File: src/rtl/wdg_pkg.sv
package wdg_pkg;
  localparam int DATA_W = 32;
  localparam int ADDR_W = 2;
  localparam int DIV_W  = 18;
  localparam int PULSE_LEN = 16;

  localparam int BIT_DIV_EN = 25;
  localparam int BIT_CLK_EN = 24;
  localparam int BIT_RST_EN = 21;
  localparam int BIT_WD_EN  = 18;

  typedef enum logic [ADDR_W-1:0] {
    REG_CTRL  = 2'd0,
    REG_AUX   = 2'd1,
    REG_LIMIT = 2'd2,
    REG_KICK  = 2'd3
  } reg_sel_e;

  typedef struct packed {
    logic             div_en;
    logic             clk_en;
    logic             rst_en;
    logic             wd_en;
    logic [DIV_W-1:0] div_tc;
  } ctrl_t;

  function automatic ctrl_t unpack_ctrl(logic [DATA_W-1:0] w);
    ctrl_t c;
    c.div_en = w[BIT_DIV_EN];
    c.clk_en = w[BIT_CLK_EN];
    c.rst_en = w[BIT_RST_EN];
    c.wd_en  = w[BIT_WD_EN];
    c.div_tc = w[DIV_W-1:0];
    return c;
  endfunction
endpackage

File: src/rtl/wdg_regfile.sv
module wdg_regfile
  import wdg_pkg::*;
#(
  parameter int DW = DATA_W,
  parameter int AW = ADDR_W
) (
  input  logic          clk,
  input  logic          rst,
  input  logic          wr_en,
  input  logic          rd_en,
  input  logic [AW-1:0] addr,
  input  logic [DW-1:0] wdata,
  input  logic [DW-1:0] count_i,
  output logic [DW-1:0] rdata_o,
  output ctrl_t         ctrl_o,
  output logic [DW-1:0] limit_o,
  output logic          kick_o
);
  logic [DW-1:0] ctrl_q, aux_q, limit_q, rdata_q, rd_mux;

  always_ff @(posedge clk) begin
    if (rst) begin
      ctrl_q  <= '0;
      aux_q   <= '0;
      limit_q <= '0;
    end else if (wr_en) begin
      case (addr)
        REG_CTRL:  ctrl_q  <= wdata;
        REG_AUX:   aux_q   <= wdata;
        REG_LIMIT: limit_q <= wdata;
        default:   ;
      endcase
    end
  end

  always_comb begin
    case (addr)
      REG_CTRL:  rd_mux = ctrl_q;
      REG_AUX:   rd_mux = aux_q;
      REG_LIMIT: rd_mux = limit_q;
      default:   rd_mux = count_i;
    endcase
  end

  always_ff @(posedge clk) begin
    if (rst)        rdata_q <= '0;
    else if (rd_en) rdata_q <= rd_mux;
  end

  assign kick_o  = wr_en && (addr == REG_KICK);
  assign ctrl_o  = unpack_ctrl(ctrl_q);
  assign limit_o = limit_q;
  assign rdata_o = rdata_q;
endmodule

File: src/rtl/wdg_prescaler.sv
module wdg_prescaler #(
  parameter int W = 18
) (
  input  logic         clk,
  input  logic         rst,
  input  logic         en,
  input  logic [W-1:0] tc,
  output logic         tick_o
);
  logic [W-1:0] cnt_q;
  logic [W:0]   cnt_inc;
  logic         wrap;

  assign cnt_inc = {1'b0, cnt_q} + (W+1)'(1);
  assign wrap    = cnt_inc >= {1'b0, tc};

  always_ff @(posedge clk) begin
    if (rst || !en) cnt_q <= '0;
    else if (wrap)  cnt_q <= '0;
    else            cnt_q <= cnt_inc[W-1:0];
  end

  assign tick_o = en && wrap;
endmodule

File: src/rtl/wdg_tick_ctr.sv
module wdg_tick_ctr #(
  parameter int W = 32
) (
  input  logic         clk,
  input  logic         rst,
  input  logic         wd_en,
  input  logic         run,
  input  logic         tick,
  input  logic         kick,
  input  logic [W-1:0] limit,
  output logic [W-1:0] count_o,
  output logic         expired_o,
  output logic         expire_evt_o
);
  logic [W-1:0] count_q;
  logic         expired_q, at_limit, evt;

  assign at_limit = count_q >= limit;
  assign evt      = wd_en && at_limit && !expired_q && !kick;

  always_ff @(posedge clk) begin
    if (rst || !wd_en) begin
      count_q   <= '0;
      expired_q <= 1'b0;
    end else if (kick) begin
      count_q   <= '0;
      expired_q <= 1'b0;
    end else begin
      if (evt) expired_q <= 1'b1;
      if (run && tick && !at_limit) count_q <= count_q + W'(1);
    end
  end

  assign count_o      = count_q;
  assign expired_o    = expired_q;
  assign expire_evt_o = evt;
endmodule

File: src/rtl/wdg_pulse_gen.sv
module wdg_pulse_gen #(
  parameter int LEN = 16
) (
  input  logic clk,
  input  logic rst,
  input  logic start,
  output logic rst_n_o
);
  localparam int CW = $clog2(LEN + 1);
  logic [CW-1:0] pcnt_q;

  always_ff @(posedge clk) begin
    if (rst)                pcnt_q <= '0;
    else if (start)         pcnt_q <= CW'(LEN);
    else if (pcnt_q != '0)  pcnt_q <= pcnt_q - CW'(1);
  end

  assign rst_n_o = (pcnt_q == '0);
endmodule

File: src/rtl/wdg_top.sv
module wdg_top
  import wdg_pkg::*;
(
  input  logic              clk,
  input  logic              rst,
  input  logic              reg_wr,
  input  logic              reg_rd,
  input  logic [ADDR_W-1:0] reg_addr,
  input  logic [DATA_W-1:0] reg_wdata,
  output logic [DATA_W-1:0] reg_rdata,
  output logic              sys_rst_req_n,
  output logic              wdt_expired
);
  ctrl_t             ctrl_s;
  logic [DATA_W-1:0] limit_q, tick_count;
  logic              kick, tick, run, expire_evt;

  wdg_regfile #(.DW(DATA_W), .AW(ADDR_W)) u_regs (
    .clk(clk), .rst(rst), .wr_en(reg_wr), .rd_en(reg_rd), .addr(reg_addr),
    .wdata(reg_wdata), .count_i(tick_count), .rdata_o(reg_rdata),
    .ctrl_o(ctrl_s), .limit_o(limit_q), .kick_o(kick)
  );

  wdg_prescaler #(.W(DIV_W)) u_div (
    .clk(clk), .rst(rst), .en(ctrl_s.div_en), .tc(ctrl_s.div_tc), .tick_o(tick)
  );

  assign run = ctrl_s.wd_en && ctrl_s.clk_en && ctrl_s.div_en;

  wdg_tick_ctr #(.W(DATA_W)) u_cnt (
    .clk(clk), .rst(rst), .wd_en(ctrl_s.wd_en), .run(run), .tick(tick),
    .kick(kick), .limit(limit_q), .count_o(tick_count),
    .expired_o(wdt_expired), .expire_evt_o(expire_evt)
  );

  wdg_pulse_gen #(.LEN(PULSE_LEN)) u_pulse (
    .clk(clk), .rst(rst), .start(expire_evt && ctrl_s.rst_en), .rst_n_o(sys_rst_req_n)
  );
endmodule

File: config.mk
export PLATFORM = sky130hd
export DESIGN_NAME = wdg_top
export DESIGN_NICKNAME = d
export VERILOG_FILES = /design/src/rtl/wdg_pkg.sv /design/src/rtl/wdg_regfile.sv /design/src/rtl/wdg_prescaler.sv /design/src/rtl/wdg_tick_ctr.sv /design/src/rtl/wdg_pulse_gen.sv /design/src/rtl/wdg_top.sv
export SDC_FILE = /design/constraint.sdc
export NUM_CORES = 1
export LEC_CHECK = 0
export ABC_AREA = 1
export CELL_PAD_IN_SITES_DETAIL_PLACEMENT = 1
export CELL_PAD_IN_SITES_GLOBAL_PLACEMENT = 1
export CORE_ASPECT_RATIO = 1.2
export CORE_MARGIN = 1.5
export CORE_UTILIZATION = 39
export DETAILED_ROUTE_END_ITERATION = 16
export PLACE_DENSITY_LB_ADDON = 0.08
export SETUP_SLACK_MARGIN = 0.4
export SLEW_MARGIN = 30
export SYNTH_ARGS = -nofsm -noshare
export SYNTH_HDL_FRONTEND = slang
export SYNTH_HIERARCHICAL = 1
export SYNTH_SLANG_ARGS = --single-unit
File: constraint.sdc
create_clock -name clk -period 3.1 [get_ports clk]
set_clock_uncertainty 0.15 [all_clocks]
set_input_delay 0.62 -clock clk [delete_from_list [all_inputs] [get_ports clk]]
set_output_delay 0.62 -clock clk [all_outputs]
set_load 0.03 [all_outputs]
After elaboration in Yosys (flattened, before gate mapping)
Index checks and enable logic that the tools add are counted.
Storage, ports and cells
  bits in read-only memories: 0
  output and inout port bits: 34
  input bits: 38
  bits in writable memories: 0
  bits in latches: 0
  word-level logic and storage cells: 47
  memories kept: 0
  flip-flop bits (word level): 184
Cells by class
  muxes and demuxes: 3
  multipliers: 0
  $add $sub $neg: 3
  equal/unequal tests: 3
  divide/modulo/power cells: 0
  shift-type cells: 0
  magnitude comparators: 2
  bitwise operators: 0
  reductions and logical operators: 27
Operators by type and width (number)
  32-bit case mux with 3 select lines: 1
  32-bit by 1-bit adder with 32-bit output, second input constant: 1
  32-bit greater-or-equal comparator: 1
  18-bit by 1-bit adder with 19-bit output, second input constant: 1
  19-bit by 18-bit greater-or-equal comparator with 1-bit output: 1
  1-bit logical AND: 10
  5-bit 2-to-1 mux: 2
  2-bit AND reduction: 3
  2-bit OR reduction: 3
  1-bit zero test: 5
  5-bit zero test: 1
  5-bit nonzero test: 1
  5-bit by 1-bit subtractor with 5-bit output, second input constant: 1
  2-bit equality test, second input constant: 2
  2-bit by 1-bit equality test with 1-bit output, second input constant: 1
  2-bit zero test: 1
  1-bit logical OR: 2
  2-bit nonzero test: 1

Logic depth before layout (Yosys ltp)
  depth in word-level cells: 6
  mapped depth: 22
  mapped depth without buffers: 21

By module
The synthesis kept the hierarchy.
Modules (own cells, without submodules)
  wdg_regfile: cells an instance 783, times used 1, seq. area each 2562.5 µm², area each 5575.3 µm²
  wdg_tick_ctr: cells an instance 484, times used 1, seq. area each 660.6 µm², area each 3021.6 µm²
  wdg_prescaler: cells an instance 212, times used 1, seq. area each 360.3 µm², area each 1423.9 µm²
  wdg_pulse_gen: cells an instance 36, times used 1, seq. area each 100.1 µm², area each 249.0 µm²
  wdg_top: cells an instance 5, times used 1, seq. area each 0.0 µm², area each 21.3 µm²

Least setup slack after synthesis
OpenSTA, ideal clock, no wires.
  path type: reg2reg
  from: register u_div.cnt_q[0]
  to: register u_cnt.count_q[10] (netlist: u_cnt/count_o[10])
  stages on the path, launching flop included: 19
  setup time: 70 ps
  arrival time: 3044 ps
  period minus slack after synthesis: 3265 ps
  data required time: 2880 ps
  path slack: -165 ps
  path buffers: 1
  cells stage by stage: dfxtp_1 ha_1 nand3_1 or3_1 nor2_1 xor2_1 inv_1 ha_1 nand2_1 nor2_1 nand4_1 o21ai_0 nor2_2 a21oi_1 nand2_1 inv_1 clkbuf_1 nand4_1 a21oi_1
On the way
  cells in the longest elaborated chain, start to end: 5
Ends and longest elaborated chain
  start: declaration: RTL line wdg_prescaler.sv:10  | logic [W-1:0] cnt_q;
  start signal: assignment: RTL line wdg_prescaler.sv:20  | else cnt_q <= cnt_inc[W-1:0];
  18-bit by 1-bit adder with 19-bit output: RTL line wdg_prescaler.sv:14  | assign cnt_inc = {1'b0, cnt_q} + (W+1)'(1);
  net u_div.cnt_inc[16]: RTL line wdg_prescaler.sv:11  | logic [W:0] cnt_inc;
  19-bit by 18-bit greater-or-equal comparator with 1-bit output: RTL line wdg_prescaler.sv:15  | assign wrap = cnt_inc >= {1'b0, tc};
  1-bit logical AND: RTL line wdg_prescaler.sv:23  | assign tick_o = en && wrap;
  net tick: RTL line wdg_top.sv:16  | logic kick, tick, run, expire_evt;
  1-bit logical AND (2 in a row): RTL line wdg_tick_ctr.sv:30  | if (run && tick && !at_limit) count_q <= count_q + W'(1);
  end signal: assignment: RTL line wdg_tick_ctr.sv:30
  end: declaration: RTL line wdg_tick_ctr.sv:15  | logic [W-1:0] count_q;
The timed path passes the listed nets, and every way through them passes these cells.
A chain may end at the register's enable or synchronous reset.

Worst setup path in the final report
  from: register u_div.cnt_q[0]
  to: register u_cnt.count_q[12] (netlist: u_cnt/count_o[12])
Same word-level chain as after synthesis.

==> out/results.tsv <==
stage	metric	value	unit
sta	max-slew-margin-rel	0.429	
global_routing	grt_pass1_wl	56600	um
yosys	netlist_instances	1520	
global_routing	grt_antenna_before_repair	0	
yosys	synth_fp_nets	1611	
pwr	total_power	0.00564	W
global_routing	grt_overflow	0	
pwr	switchingPower	0.00164	W
sta	drv_slew	0	
placement	place_inst	1900	
die	ios	72	
clock_network	clockBufferDepth	2	
setup_path	worstSetupEndpointType	flop	
sta	min_period	3370	ps
clock_network	ctsHoldBuffers	0	
drt	drcViolationCount	0	
global_routing	first_global_vias	10400	
run_status	violations	setup timing	
die	die_w	151	um
finish	syn2layout_area_growth	23.2	%
clock_network	cts_tree	yes	
pwr	power_frac_clock	0.388	
global_routing	grt_max_degree	76	
pwr	peakVddDrop	0.000284	V
setup_path	cp.arrival	3590	ps
placement	io_buffers	71	
finish	instances_no_fill	1954	
pwr	pwr-share-comb	0.159	
yosys	ys_ff_latch	184	
clock_network	clockRootBuffer	clkbuf_16	
sta	setup-tns-final	-5320	ps
finish	layout-drive-gt1-share	0.150	
drt	wire_per_inst	18.6	um
yosys	synth_seq_area_share	0.358	
die	dieArea	0.0274	sq mm
finish	final_cell_mix	nand2_1, inv_1, dfxtp_1, nor2_1, a21oi_1	
finish	nets	1701	
pwr	p_leak	5.01	nW
die	num_rows	64	
clock_network	clk_latency	440	ps
die	die_y	181	um
pwr	p_int	0.00400	W
clock_network	h-tree-depth	4	
pwr	power_frac_seq	0.452	
drt	vias	10200	
sta	finalCritPeriodShare	1.09	
setup_path	critical_path_required	3320	ps
pwr	p_per_area	445	mW/mm^2
yosys	ys_types	35	
die	core_area	0.0257	sq mm
drt	via_per_inst	5.20	
drt	totalWireLength	36300	um
pwr	swShare	0.290	
drt	ant_nets	0	
finish	layout_commonest_cell	nand2_1	
sta	fmax	0.296	GHz
global_routing	grt_usage	0.270	
placement	gp_congestion	0.866	
sta	tightestPinTransition	854	ps
drt	firstDrtPassIters	5	
setup_path	critPathKind	reg2reg	
flow_run	drv_cap	0	
sta	setup_ws	-273	ps
placement	dpl_worst_slack	-311	ps
sta	report.final.setup_viol	32	
run_status	status	complete, but fails checks	
drt	drt-initial-drc-count	402	
placement	dp_hpwl	25600	um
clock_network	clock_sinks	184	
sta	rsz0062_at_grt	true	
sta	hold_violations	0	
setup_path	path_max_fanout	5	
clock_network	path_clk_slew	70	ps
worst_hold_path	min_path_type	reg2reg	
yosys	synth.cell_area	0.0103	sq mm
yosys	syn_avg_cell_area	6.77	sq um
setup_path	worst_setup_path_start_kind	flop	
clock_network	cts_buffers	17	
yosys	yosys_warnings	6	
finish	finalCoreUtilization	0.493	
die	start_util	0.400	
## cells by family after synthesis
| family | after synthesis | synth area share |
|---|---|---|
| XOR/XNOR | 30 | 0.0255 |
| flip-flops | 184 | 0.358 |
| AO/OA/AOI/OAI | 302 | 0.150 |
| adder cells (fa/ha/maj) | 53 | 0.0644 |
| buffers and inverters | 283 | 0.117 |
| AND/OR/NAND/NOR | 668 | 0.285 |
## state kept, by name, summed over array words and instances, names as in the netlist
name	cells
u_regs/ctrl_q	32
u_regs/aux_q	32
u_pulse/pcnt_q	5
u_regs/rdata_o	32
u_cnt/count_o	32
u_regs/limit_o	32
u_div/cnt_q	18
u_cnt/expired_o	1
## critical path: stages (launching register included)
cell	delay (ps)
dfxtp_4	370
ha_4	150
nand3_4	90
or3_4	370
nor2_4	140
xor2_2	180
inv_2	70
ha_4	270
nand2_4	50
nor2_4	100
nand4_1	130
o21ai_2	170
nor2_2	60
a21oi_2	170
nand2_2	110
inv_4	90
buf_6	120
buf_6	90
buf_8	100
nand4_1	140
a21oi_2	180
## area by class of cell
| type | count | area, sq um |
|---|---|---|
| Antenna cell | 1 | 2.50 |
| Clock buffer | 23 | 488 |
| Clock inverter | 9 | 91.3 |
| Fill cell | 3309 | 13000 |
| Inverter | 187 | 704 |
| Multi-Input combinational cell | 1056 | 5750 |
| Sequential cell | 184 | 3700 |
| Tap cell | 330 | 413 |
| Timing Repair Buffer | 164 | 1530 |
## metrics by stage
step | hold WS (ps) | instance area (sq um)
CTS | 295 | 12500
global route | 309 | 12700
detailed placement | 284 | 11500
floorplan | 270 | 10400
global placement | 279 | 11500
finish | 294 | 12700
## power by group through the flow
stage	clock network (W)	registers (W)	logic [W]
after global placement	0	0.00260	0.000853
after CTS	0.00225	0.00255	0.000889
after detailed placement	0	0.00261	0.000874
final	0.00219	0.00255	0.000899
after global routing	0.00235	0.00256	0.00100
after floorplan	0	0.00263	0.000536
## per-layer routing
layer / wire (um) / track usage
met1: 15000 / 0.311
met2: 19200 / 0.498
met3: 837 / 0.0326
met4: 1180 / 0.101
met5: 0 / 0
## path summary, 6_finish.rpt
path | start | endpoint | slack [ps] | cells after the start
hold / removal | u_regs/aux_q[25] | u_regs/aux_q[25] | 290 | 2
setup / recovery | u_div/cnt_q[0] | u_cnt/count_o[12] | -270 | 20
hold reg to reg | u_regs/aux_q[25] | u_regs/aux_q[25] | 290 | 2
setup reg to reg | u_div/cnt_q[0] | u_cnt/count_o[12] | -270 | 20
## timing repair
| action | CTS | global route |
|---|---|---|
| pin swaps | 47 | 19 |
| endpoints found under the hold margin | 0 | 0 |
| setup buffers | 10 | 5 |
| setup endpoints to repair | 51 | 54 |
| gates resized for setup | 54 | 36 |
| gates cloned | 6 | 0 |
## synth_stat cells, drive strengths merged
cell type    n  area share
clkinv       2     0.00073
a21oi      149       0.074
nand2      298        0.11
dfxtp      184        0.36
nand4       47       0.029
nor3         4      0.0024
ha          53       0.064
nor2       206       0.081
xnor2        6      0.0051
nand3       85       0.045
and2         1     0.00061
or3          1     0.00061
nor3b        1     0.00073
or2         13      0.0079
o21a         2      0.0015
a211oi       2      0.0015
buf         63       0.037
a21o         3      0.0022
o21ai      146       0.071
nand3b      12      0.0088
inv        185       0.067
xor2        24       0.020
clkbuf      33       0.012
Note: power is estimated with default switching activity, not from simulation.
